## config.mk

```make
export PLATFORM = sky130hd
export DESIGN_NAME = sdseq_top
export DESIGN_NICKNAME = d
export VERILOG_FILES = /design/src/rtl/sdseq_pkg.sv /design/src/rtl/sdseq_dispatch.sv /design/src/rtl/sdseq_wr_path.sv /design/src/rtl/sdseq_rd_capture.sv /design/src/rtl/sdseq_ap_timer.sv /design/src/rtl/sdseq_top.sv
export SDC_FILE = /design/constraint.sdc
export NUM_CORES = 1
export LEC_CHECK = 0
export ABC_AREA = 1
export BUFFER_PORTS_ARGS = -buffer_cell sky130_fd_sc_hd__buf_2
export CAP_MARGIN = 25
export CORE_MARGIN = 2
export CORE_UTILIZATION = 45
export DETAILED_ROUTE_END_ITERATION = 12
export PLACE_DENSITY_LB_ADDON = 0.08
export RECOVER_POWER = 25
export SETUP_SLACK_MARGIN = 0.5
export SKIP_LAST_GASP = 1
export SYNTH_ARGS = -nofsm -noshare
export SYNTH_HDL_FRONTEND = slang
export SYNTH_HIERARCHICAL = 1
export SYNTH_SLANG_ARGS = --single-unit
```

## constraint.sdc

```tcl
create_clock -name clk -period 3 [get_ports clk]
set_input_delay 0.3 -clock clk [delete_from_list [all_inputs] [get_ports clk]]
set_output_delay 0.3 -clock clk [all_outputs]
set_load 0.02 [all_outputs]
```

## src/rtl/sdseq_pkg.sv

```systemverilog
`timescale 1ns/1ps
package sdseq_pkg;

    localparam int MAX_CAS   = 3;
    localparam int MAX_BURST = 4;
    localparam int BEAT_W    = $clog2(MAX_BURST + 1);
    localparam int RDCNT_W   = $clog2(MAX_CAS + MAX_BURST + 1);

    typedef enum logic [1:0] {
        OP_OPEN  = 2'd0,
        OP_WR    = 2'd1,
        OP_WR_AP = 2'd2,
        OP_RD    = 2'd3
    } req_op_e;

    typedef enum logic [2:0] {
        CMD_NOP   = 3'd0,
        CMD_OPEN  = 3'd1,
        CMD_RD    = 3'd2,
        CMD_WR    = 3'd3,
        CMD_WR_AP = 3'd4
    } sd_cmd_e;

    typedef struct packed {
        logic open_row;
        logic wr;
        logic ap;
        logic rd;
        logic err;
    } dispatch_t;

    function automatic logic [BEAT_W-1:0] burst_beats(input logic long_burst);
        return long_burst ? BEAT_W'(4) : BEAT_W'(2);
    endfunction

    function automatic logic [1:0] cas_cycles(input logic [1:0] sel);
        return (sel == 2'd0) ? 2'd1 : sel;
    endfunction

endpackage

```

## src/rtl/sdseq_dispatch.sv

```systemverilog
`timescale 1ns/1ps
module sdseq_dispatch
    import sdseq_pkg::*;
(
    input  logic      clk,
    input  logic      rst,
    input  logic      req_valid,
    input  req_op_e   op,
    input  logic      rd_active,
    input  logic      wr_active,
    input  logic      wr_ap,
    input  logic      tmr_active,
    input  logic      pre_start,
    output dispatch_t disp,
    output logic      busy
);

    logic row_open;
    logic trunc_ok;
    logic take;
    logic legal;

    assign busy     = rd_active | wr_active | tmr_active;
    assign trunc_ok = (op == OP_RD) && wr_active && !wr_ap && !rd_active && !tmr_active;
    assign take     = req_valid && (!busy || trunc_ok);
    assign legal    = (op == OP_OPEN) ? !row_open : row_open;

    always_comb begin
        disp          = '0;
        disp.err      = take && !legal;
        disp.open_row = take && legal && (op == OP_OPEN);
        disp.rd       = take && legal && (op == OP_RD);
        disp.wr       = take && legal && ((op == OP_WR) || (op == OP_WR_AP));
        disp.ap       = take && legal && (op == OP_WR_AP);
    end

    always_ff @(posedge clk) begin
        if (rst) begin
            row_open <= 1'b0;
        end else if (disp.open_row) begin
            row_open <= 1'b1;
        end else if (pre_start) begin
            row_open <= 1'b0;
        end
    end

endmodule

```

## src/rtl/sdseq_wr_path.sv

```systemverilog
`timescale 1ns/1ps
module sdseq_wr_path
    import sdseq_pkg::*;
#(
    parameter int DQ_W = 16
) (
    input  logic              clk,
    input  logic              rst,
    input  logic              start,
    input  logic              start_ap,
    input  logic              stop,
    input  logic [BEAT_W-1:0] beats,
    input  logic [DQ_W-1:0]   wr_data,
    output logic [DQ_W-1:0]   dq_out,
    output logic              dq_oe,
    output logic              wr_active,
    output logic              wr_ap,
    output logic              ap_last
);

    logic [BEAT_W-1:0] left_q;

    assign wr_active = (left_q != '0);
    assign ap_last   = (left_q == BEAT_W'(1)) && wr_ap && !stop;

    always_ff @(posedge clk) begin
        if (rst) begin
            dq_out <= '0;
            dq_oe  <= 1'b0;
            left_q <= '0;
            wr_ap  <= 1'b0;
        end else if (stop) begin
            dq_oe  <= 1'b0;
            left_q <= '0;
            wr_ap  <= 1'b0;
        end else if (start) begin
            dq_out <= wr_data;
            dq_oe  <= 1'b1;
            left_q <= beats - BEAT_W'(1);
            wr_ap  <= start_ap;
        end else if (left_q != '0) begin
            dq_out <= wr_data;
            left_q <= left_q - BEAT_W'(1);
        end else begin
            dq_oe  <= 1'b0;
            wr_ap  <= 1'b0;
        end
    end

endmodule

```

## src/rtl/sdseq_rd_capture.sv

```systemverilog
`timescale 1ns/1ps
module sdseq_rd_capture
    import sdseq_pkg::*;
#(
    parameter int DQ_W = 16
) (
    input  logic              clk,
    input  logic              rst,
    input  logic              rd_start,
    input  logic [1:0]        cas,
    input  logic [BEAT_W-1:0] beats,
    input  logic [DQ_W-1:0]   dq_in,
    output logic [DQ_W-1:0]   rd_data,
    output logic              rd_valid,
    output logic              rd_active
);

    logic [RDCNT_W-1:0] cnt_q;
    logic [BEAT_W-1:0]  beats_q;
    logic               capture;

    assign rd_active = (cnt_q != '0);
    assign capture   = rd_active && (cnt_q <= RDCNT_W'(beats_q));

    always_ff @(posedge clk) begin
        if (rst) begin
            cnt_q   <= '0;
            beats_q <= '0;
        end else if (rd_start) begin
            cnt_q   <= RDCNT_W'(cas) + RDCNT_W'(beats);
            beats_q <= beats;
        end else if (rd_active) begin
            cnt_q   <= cnt_q - RDCNT_W'(1);
        end
    end

    always_ff @(posedge clk) begin
        if (rst) begin
            rd_valid <= 1'b0;
            rd_data  <= '0;
        end else begin
            rd_valid <= capture;
            if (capture) begin
                rd_data <= dq_in;
            end
        end
    end

endmodule

```

## src/rtl/sdseq_ap_timer.sv

```systemverilog
`timescale 1ns/1ps
module sdseq_ap_timer #(
    parameter int TDPL = 2,
    parameter int TRP  = 3
) (
    input  logic clk,
    input  logic rst,
    input  logic ap_last,
    output logic pre_start,
    output logic tmr_active
);

    localparam int DPL_W = $clog2(TDPL + 1);
    localparam int RP_W  = $clog2(TRP + 1);

    logic [DPL_W-1:0] dpl_q;
    logic [RP_W-1:0]  rp_q;

    assign pre_start  = (dpl_q == DPL_W'(1));
    assign tmr_active = (dpl_q != '0) || (rp_q != '0);

    always_ff @(posedge clk) begin
        if (rst) begin
            dpl_q <= '0;
        end else if (ap_last) begin
            dpl_q <= DPL_W'(TDPL);
        end else if (dpl_q != '0) begin
            dpl_q <= dpl_q - DPL_W'(1);
        end
    end

    always_ff @(posedge clk) begin
        if (rst) begin
            rp_q <= '0;
        end else if (pre_start) begin
            rp_q <= RP_W'(TRP - 1);
        end else if (rp_q != '0) begin
            rp_q <= rp_q - RP_W'(1);
        end
    end

endmodule

```

## src/rtl/sdseq_top.sv

```systemverilog
`timescale 1ns/1ps
module sdseq_top
    import sdseq_pkg::*;
#(
    parameter int ADDR_W = 12,
    parameter int DQ_W   = 16,
    parameter int TDPL   = 2,
    parameter int TRP    = 3
) (
    input  logic              clk,
    input  logic              rst,
    input  logic [1:0]        cfg_cas,
    input  logic              cfg_bl4,
    input  logic              req_valid,
    input  logic [1:0]        req_op,
    input  logic [ADDR_W-1:0] req_addr,
    input  logic [DQ_W-1:0]   wr_data,
    output logic              busy,
    output logic              req_err,
    output logic [DQ_W-1:0]   rd_data,
    output logic              rd_valid,
    output logic [2:0]        sd_cmd,
    output logic [ADDR_W-1:0] sd_addr,
    output logic [DQ_W-1:0]   dq_out,
    output logic              dq_oe,
    input  logic [DQ_W-1:0]   dq_in
);

    req_op_e           op;
    dispatch_t         disp;
    logic [BEAT_W-1:0] beats;
    logic [1:0]        cas;
    logic              rd_active;
    logic              wr_active;
    logic              wr_ap;
    logic              ap_last;
    logic              pre_start;
    logic              tmr_active;
    sd_cmd_e           cmd_q;

    assign op     = req_op_e'(req_op);
    assign beats  = burst_beats(cfg_bl4);
    assign cas    = cas_cycles(cfg_cas);
    assign sd_cmd = cmd_q;

    sdseq_dispatch u_dispatch (
        .clk        (clk),
        .rst        (rst),
        .req_valid  (req_valid),
        .op         (op),
        .rd_active  (rd_active),
        .wr_active  (wr_active),
        .wr_ap      (wr_ap),
        .tmr_active (tmr_active),
        .pre_start  (pre_start),
        .disp       (disp),
        .busy       (busy)
    );

    sdseq_wr_path #(.DQ_W(DQ_W)) u_wr (
        .clk       (clk),
        .rst       (rst),
        .start     (disp.wr),
        .start_ap  (disp.ap),
        .stop      (disp.rd),
        .beats     (beats),
        .wr_data   (wr_data),
        .dq_out    (dq_out),
        .dq_oe     (dq_oe),
        .wr_active (wr_active),
        .wr_ap     (wr_ap),
        .ap_last   (ap_last)
    );

    sdseq_rd_capture #(.DQ_W(DQ_W)) u_rd (
        .clk       (clk),
        .rst       (rst),
        .rd_start  (disp.rd),
        .cas       (cas),
        .beats     (beats),
        .dq_in     (dq_in),
        .rd_data   (rd_data),
        .rd_valid  (rd_valid),
        .rd_active (rd_active)
    );

    sdseq_ap_timer #(.TDPL(TDPL), .TRP(TRP)) u_tmr (
        .clk        (clk),
        .rst        (rst),
        .ap_last    (ap_last),
        .pre_start  (pre_start),
        .tmr_active (tmr_active)
    );

    always_ff @(posedge clk) begin
        if (rst) begin
            cmd_q   <= CMD_NOP;
            sd_addr <= '0;
            req_err <= 1'b0;
        end else begin
            req_err <= disp.err;
            if (disp.open_row) begin
                cmd_q <= CMD_OPEN;
            end else if (disp.rd) begin
                cmd_q <= CMD_RD;
            end else if (disp.wr) begin
                cmd_q <= disp.ap ? CMD_WR_AP : CMD_WR;
            end else begin
                cmd_q <= CMD_NOP;
            end
            if (disp.open_row || disp.rd || disp.wr) begin
                sd_addr <= req_addr;
            end
        end
    end

endmodule

```

* Word-level counts from Yosys, hierarchy flattened *
Index checks and enable logic that the tools add are counted.
Widths: inputs -> output; s select.

operators by class
  add/sub/neg operators = 6
  magnitude comparators = 1
  equality and inequality tests = 6
  muxes and demuxes = 22
  bitwise operators = 4
  reductions and logical operators = 43

operators by type and width
  kind                 count
  $mux 16              2
  $mux 3               6
  $logic_and 1x1->1    14
  $mux 2               7
  $reduce_bool 2->1    7
  $sub 3x1->3 const B  3
  $reduce_or 2->1      4
  $logic_not 1->1      7
  $mux 1               7
  $reduce_bool 3->1    2
  $logic_or 1x1->1     5
  $eq 2x1->1 const B   2
  $eq 2x2->1 const B   2
  $logic_not 2->1      2
  $reduce_or 4->1      1
  $sub 2x1->2 const B  2
  $add 2x3->3          1
  $eq 3x1->1 const B   1
  $le 3x3->1           1
  $ne 2x1->1 const B   1
  $not 1->1            2
  $or 1x1->1           2
  $reduce_and 2->1     1

storage, ports and cells
  register bits = 65
  bits of input ports = 52
  output and inout port bits = 51

* Depth between registers and ports, before layout *
Gate-level depths: netlist of run 1.

  word-level depth = 13
  mapped depth = 17
  mapped depth without buffers = 15

* Hierarchy *
The synthesis of run 1 kept the hierarchy.

modules (own cells, without submodules)
  module            times used  cells an instance  area each (µm²)  sequential area each (µm²)
  sdseq_rd_capture  1           157                1,196.1          460.4
  sdseq_wr_path     1           155                1,064.8          420.4
  sdseq_top         1           101                706.9            320.3
  sdseq_dispatch    1           32                 173.9            20.0
  sdseq_ap_timer    1           22                 158.9            80.1

* Worst setup path after synthesis of run 1 *
OpenSTA, ideal clock, no wires.

  path kind = reg-to-reg
  from = reg u_rd.cnt_q[0]
  to = reg u_wr.dq_out[0]
  setup time = 115 ps
  arrival = 2,307 ps
  required time = 2,885 ps
  setup slack = 578 ps
  cell stages (with the launch flop) = 16
  path buffers = 2
  cell sequence = dfxtp_1 -> inv_1 -> ha_1 -> inv_1 -> nor2_2 -> inv_2 -> buf_6 -> inv_1 -> nand2_1 -> nor2_1 -> nand3_1 -> nor2_1 -> inv_1 -> buf_2 -> a21oi_1 -> nor2_1

RTL lines
  what                      line                    RTL
  start: declaration        sdseq_rd_capture.sv:18  logic [RDCNT_W-1:0] cnt_q;
  start signal: assignment  sdseq_rd_capture.sv:30  cnt_q <= RDCNT_W'(cas) + RDCNT_W'(beats);
  start signal: assignment  sdseq_rd_capture.sv:33  cnt_q <= cnt_q - RDCNT_W'(1);
  end signal: assignment    sdseq_wr_path.sv:37     dq_out <= wr_data;
  end signal: assignment    sdseq_wr_path.sv:42     dq_out <= wr_data;
  end: declaration          sdseq_wr_path.sv:14     output logic [DQ_W-1:0] dq_out,

==> results of run 1 <==
flip-flops by register name, indices dropped and copies added, names as in the netlist:
signal	cells
req_err	1
sd_addr	12
sd_cmd	3
u_dispatch/row_open	1
u_rd/beats_q	3
u_rd/cnt_q	3
u_rd/rd_data	16
u_rd/rd_valid	1
u_tmr/dpl_q	2
u_tmr/rp_q	2
u_wr/dq_oe	1
u_wr/dq_out	16
u_wr/left_q	3
u_wr/wr_ap	1
layout make-up:
class                   instances  area share [%]
repair inverters                1           0.190
repair buffers                106            12.8
flip-flops and latches         65            33.0
clock buffers                  11            3.58
clock inverters                 4           0.507
multi-input cells             290            37.7
inverters                      94            9.04
well taps                      99            3.14
cells in the final DEF, fill, tap and decap left out:
master	netlist	layout
inv_1	88	87
buf_2	5	75
nand2_1	71	72
nor2_1	66	66
dfxtp_1	65	65
a21oi_1	54	54
nand3_1	51	51
clkbuf_1	2	28
ha_1	13	13
clkbuf_8	0	10
o21ai_0	7	7
inv_2	5	5
clkinv_2	0	4
buf_4	2	4
nand3_2	4	4
conb_1	1	3
nor2_4	1	2
clkinvlp_4	0	2
nand3_4	1	2
xor2_1	2	2
a21oi_2	2	2
nand2_2	3	2
xnor2_1	2	2
or2_2	1	1
nor2_2	2	1
nand2_4	1	1
o211a_1	1	1
a211oi_1	1	1
fa_1	1	1
nor3_1	1	1
clkinv_1	1	1
nand4_1	1	1
critical path, cell delays in order, from the launching register on:
cell,delay (ns)
dfxtp_1,0.32
inv_1,0.09
ha_1,0.15
inv_1,0.04
nor2_2,0.14
inv_2,0.05
inv_1,0.05
nand2_1,0.05
nor2_1,0.15
nand3_1,0.18
nor2_4,0.22
buf_4,0.22
inv_2,0.10
nand2_1,0.11
nand2_1,0.06
a211oi_1,0.23
synthesized netlist by cell type, drive strengths merged, types with 2 or more instances:
| cell type | n | area share [%] |
|---|---|---|
| inv | 93 | 11 |
| nand2 | 75 | 9.0 |
| nor2 | 69 | 8.2 |
| dfxtp | 65 | 39 |
| a21oi | 56 | 8.7 |
| nand3 | 56 | 9.5 |
| buf | 19 | 5.4 |
| ha | 13 | 4.9 |
| o21ai | 7 | 1.1 |
| clkbuf | 2 | 0.23 |
| xnor2 | 2 | 0.53 |
| xor2 | 2 | 0.53 |
worst paths after layout:
kind	slack, ns	to	depth (start not counted)	startpoint
worst min register to register	0.46	u_rd/beats_q[2]$_SDFFE_PP0P_	2	u_rd/beats_q[2]$_SDFFE_PP0P_
worst max-delay path	0.74	u_rd/cnt_q[2]$_SDFFE_PP0P_	15	u_rd/cnt_q[0]$_SDFFE_PP0P_
worst max register to register	0.74	u_rd/cnt_q[2]$_SDFFE_PP0P_	15	u_rd/cnt_q[0]$_SDFFE_PP0P_
worst min-delay path	0.19	sd_addr[5]$_SDFFE_PP0P_	3	req_addr[5]
what timing repair did:
action,4_1_cts,5_1_grt
endpoints found under the setup margin,0,17
gates resized for setup,0,5
setup buffers,0,1
cell families (layout without fill, tap and decap cells):
group	Yosys count	after routing
xor+xnor	4	4
flops	65	65
fa+ha+maj	14	14
buf+inv	115	216
compound gates	65	65
simple gates	203	204
other cells	1	3
metal layers:
layer	part of all wire [%]	global-route usage, %
met1	49	21.5
met2	46	27.5
met3	4.7	3.29
met4	0.66	8.14
met5	0	0
power breakdown:
part	internal (mW)	switching [mW]	leakage, nW
clock network	0.312	0.313	0.0887
logic	0.709	1.37	1.48
registers	1.17	0.152	0.534
total	2.19	1.84	2.10
metrics by stage:
stage | hold slack (ns) | instance area (sq um)
floorplan | 0.369 | 3310
finish | 0.186 | 3950
detailed placement | 0.458 | 3780
global route | 0.189 | 3950
global placement | 0.445 | 3780
CTS | 0.169 | 3940
==> flow_summary.json, run 1 <==
{
  "multi_input_area_sq_um": 1490,
  "rsz0062_at_grt": "true",
  "power.total_mw": 4.03,
  "max_cap_viol_count": 0,
  "cts_buffers": 9,
  "core_area_sq_um": 7180,
  "seq_area_frac_synth_pct": 39.4,
  "drc": 0,
  "clockBufferDepth": 2,
  "synth-simple-area-share_pct": 27.2,
  "tritoncts": "built",
  "die_h_microns": 89.6,
  "antenna_cells": 0,
  "start_util_pct": 46.0,
  "clock_sinks": 65,
  "dp_cells": 652,
  "wl_per_cell_microns": 10.3,
  "synthMuxAreaShare_pct": 0,
  "htreeDepth": 3,
  "finalHoldViolCount": 0,
  "critPathLaunchType": "flip-flop",
  "syn-cell-area_sq_um": 3300,
  "antenna_found_initial": 0,
  "pin_count": 103,
  "synth_compound_area_share_pct": 10.3,
  "clk_latency_ns": 0.33,
  "fillCellCount": 764,
  "grt_pass1_vias": 2497,
  "worstMarginPinSlew_ns": 0.655,
  "ys_warn_count": 6,
  "path_class": "flip-flop to flip-flop",
  "slew_headroom_pct": 56.3,
  "final-setup-viol-count": 0,
  "worstPathRequired_ns": 3.24,
  "drtIter0Drc": 119,
  "synthAdderAreaFrac_pct": 5.53,
  "area_growth_pct": 19.5,
  "nets": 633,
  "critPathCaptureType": "flip-flop",
  "antenna_left": 0,
  "vias": 3010,
  "synthFlopType": "dfxtp_1",
  "arrival_ns": 2.50,
  "vdd_drop_max_v": 0.000495,
  "hold_path_class": "input port to flip-flop",
  "wl_microns": 6920,
  "place_ws_ns": 0.757,
  "syn_area_per_cell_sq_um": 7.07,
  "leakagePower_nw": 2.10,
  "fmax_mhz": 443,
  "grt_pass1_wl_microns": 10600,
  "die_area_sq_um": 8040,
  "firstDrtPassIters": 6,
  "dieWidth_microns": 89.6,
  "finalNonFillerCells": 670,
  "synth_top_family_by_area": "simple AND/OR/NAND/NOR gates",
  "synth_xor_area_share_pct": 1.06,
  "crit_fanout": 9,
  "grtUsageTotal_pct": 16.9,
  "status": "completed",
  "root_buffer": "clkbuf_8",
  "grt-ovfl-total": 0,
  "final.period_utilization_pct": 75.3,
  "hpwl_microns": 4590,
  "slew_viol_final": 0,
  "finClkSkew_ns": 0.00892,
  "fin_crit_ns": 2.26,
  "drive_above_1_share_pct": 20.1,
  "holdBufCountCts": 0,
  "fin_ws_ns": 0.741,
  "seqCellArea_sq_um": 1300,
  "cts.clk_slew.worst_paths_ns": 0.07,
  "rows": 31,
  "fin_tns_setup_ns": 0,
  "grt_start_max_net_pins": 37,
  "port_buffers": 102,
  "gp_congestion": 0.802,
  "synth_edf_count": 0,
  "fin_util_pct": 55.0,
  "yosys.cell_types.count": 31,
  "power.density_nw_per_um2": 1020,
  "synth-seq-cells": 65,
  "async_flop_share_pct": 0,
  "synthCells": 467,
  "viasPerCell": 4.49
}
(Power assumes the default switching activity.)
==> inputs of run 2 (changes only) <==
==> constraint.sdc (replaced) <==
create_clock -name clk -period 2 [get_ports clk]
set_input_delay 0.2 -clock clk [delete_from_list [all_inputs] [get_ports clk]]
set_output_delay 0.2 -clock clk [all_outputs]
set_load 0.02 [all_outputs]
==> flow_summary.json, run 2 (same netlist as run 1, synthesis figures left out) <==
{
  "status": "completed",
  "rows": 31,
  "rsz0062_at_grt": "true",
  "cts_buffers": 9,
  "critPathCaptureType": "flip-flop",
  "worstMarginPinSlew_ns": 0.504,
  "slew_headroom_pct": 66.2,
  "firstDrtPassIters": 4,
  "grt_start_max_net_pins": 35,
  "slew_viol_final": 0,
  "fmax_mhz": 507,
  "arrival_ns": 2.24,
  "final-setup-viol-count": 0,
  "drive_above_1_share_pct": 38.8,
  "area_growth_pct": 48.1,
  "pin_count": 103,
  "grtUsageTotal_pct": 20.0,
  "clockBufferDepth": 2,
  "antenna_found_initial": 0,
  "dieWidth_microns": 89.6,
  "tritoncts": "built",
  "htreeDepth": 3,
  "grt-ovfl-total": 0,
  "gp_congestion": 0.765,
  "nets": 668,
  "finClkSkew_ns": 0.0128,
  "dp_cells": 658,
  "fin_tns_setup_ns": 0,
  "worstPathRequired_ns": 2.27,
  "hold_path_class": "input port to flip-flop",
  "met1_length_microns": 3720,
  "vias": 3288,
  "finalNonFillerCells": 705,
  "die_area_sq_um": 8040,
  "highest_layer": "met4",
  "clock_sinks": 65,
  "power.density_nw_per_um2": 1650,
  "clk_latency_ns": 0.34,
  "holdWs_ns": 0.0679,
  "top_regs": "u_rd/rd_data: 16 flops, u_wr/dq_out: 16 flops, sd_addr: 12 flops",
  "cts.clk_slew.worst_paths_ns": 0.08,
  "ff2ff_setup_slack_ns": 0.03,
  "grt_pass1_wl_microns": 12700,
  "antenna_left": 0,
  "final.period_utilization_pct": 98.7,
  "root_buffer": "clkbuf_8",
  "layout_commonest_cell": "inv_1",
  "max_cap_viol_count": 0,
  "drc": 0,
  "wl_met3_microns": 412,
  "hpwl_microns": 4930,
  "vdd_drop_max_v": 0.00110,
  "fillCellCount": 625,
  "layout_common_cells": "81 x inv_1, 80 x buf_2, 66 x nand2_1, 62 x dfxtp_1, 59 x nor2_1",
  "fin_crit_ns": 1.97,
  "leakagePower_nw": 2.50,
  "viasPerCell": 4.66,
  "wl_per_cell_microns": 11.9,
  "finalHoldViolCount": 0,
  "critPathLaunchType": "flip-flop",
  "met2_length_microns": 4250,
  "die_h_microns": 89.6,
  "antenna_cells": 0,
  "path_class": "flip-flop to flip-flop",
  "grt_pass1_vias": 2947,
  "port_buffers": 102,
  "core_area_sq_um": 7180,
  "crit_fanout": 8,
  "wl_microns": 8420,
  "drtIter0Drc": 113,
  "start_util_pct": 46.0
}
run 2: changes by cell type in the layout (fill, tap and decap cells not counted), moves of 6 or more:
cell,change
nand3_2,+23
nand2_1,-6
nor2_1,-7
buf_4,+11
buf_12,+6
a21oi_1,-25
buf_6,+10
inv_1,-6
a21oi_2,+25
nand3_1,-26
clkbuf_1,-7
run 2: area by class of cell:
class                           count  area (sq um)  share of cell area (%)
Multi-Input combinational cell    293          1890                    38.7
Sequential cell                    65          1310                    26.7
Timing Repair Buffer              137           935                    19.1
Inverter                           94           387                    7.91
Clock buffer                       10           138                    2.82
Tap cell                           99           124                    2.53
Clock inverter                      5          80.1                    1.64
Timing Repair inverter              2          27.5                   0.563
run 2: repair_timing:
action                     4_1_cts  5_1_grt
buffers inserted                19        4
pin swaps                       26       22
cloned                           5        4
gates resized for setup         43       27
hold buffers                     0        0
setup endpoints to repair       61       62
run 2: through the flow:
| stage | cell area, sq um | total power [mW] | util [%] | setup slack (ns) |
|---|---|---|---|---|
| floorplan | 3540 | 4.99 | - | -0.0874 |
| global placement | 4070 | 5.56 | 56.7 | -0.0351 |
| detailed placement | 4070 | 5.63 | 56.7 | -0.116 |
| CTS | 4710 | 7.57 | 65.7 | 0.0970 |
| global route | 4890 | 8.64 | 68.1 | -0.102 |
| finish | 4890 | 8.06 | 68.1 | 0.0268 |
run 2: power breakdown:
part	total [mW]	switching, mW	internal [mW]
combinational	4.81	2.78	2.03
sequential	2.02	0.252	1.76
clock	1.24	0.512	0.727
total	8.06	3.54	4.52
run 2: worst paths after layout:
check                                endpoint                         from  cells after the start
setup reg to reg  u_wr/dq_out[5]$_SDFFE_PP0P_   u_rd/cnt_q[1]$_SDFFE_PP0P_                     16
setup / recovery  u_wr/dq_out[5]$_SDFFE_PP0P_   u_rd/cnt_q[1]$_SDFFE_PP0P_                     16
hold reg to reg   u_tmr/dpl_q[0]$_SDFFE_PP0P_  u_tmr/dpl_q[1]$_SDFFE_PP0P_                      2
hold / removal        sd_addr[8]$_SDFFE_PP0P_                  req_addr[8]                      3
run 2: worst max-delay path: stages (launching register included):
cell and delay [ns]:
dfxtp_2 0.33, inv_2 0.07, ha_4 0.13, inv_2 0.03, nor2_4 0.12, inv_4 0.05, inv_4 0.05, nand2_4 0.04
nor2_4 0.13, nand3_4 0.12, nor2_4 0.20, inv_4 0.05, nand3_4 0.18, buf_12 0.14, buf_16 0.12, a21oi_2 0.05
nor2_1 0.10
run 2: per-layer routing:
layer  vias up  GRT usage, %
met2        72          33.9
met1      1509          26.0
met4         0          5.70
met3         2          4.02
met5         -             0
li1       1705             -
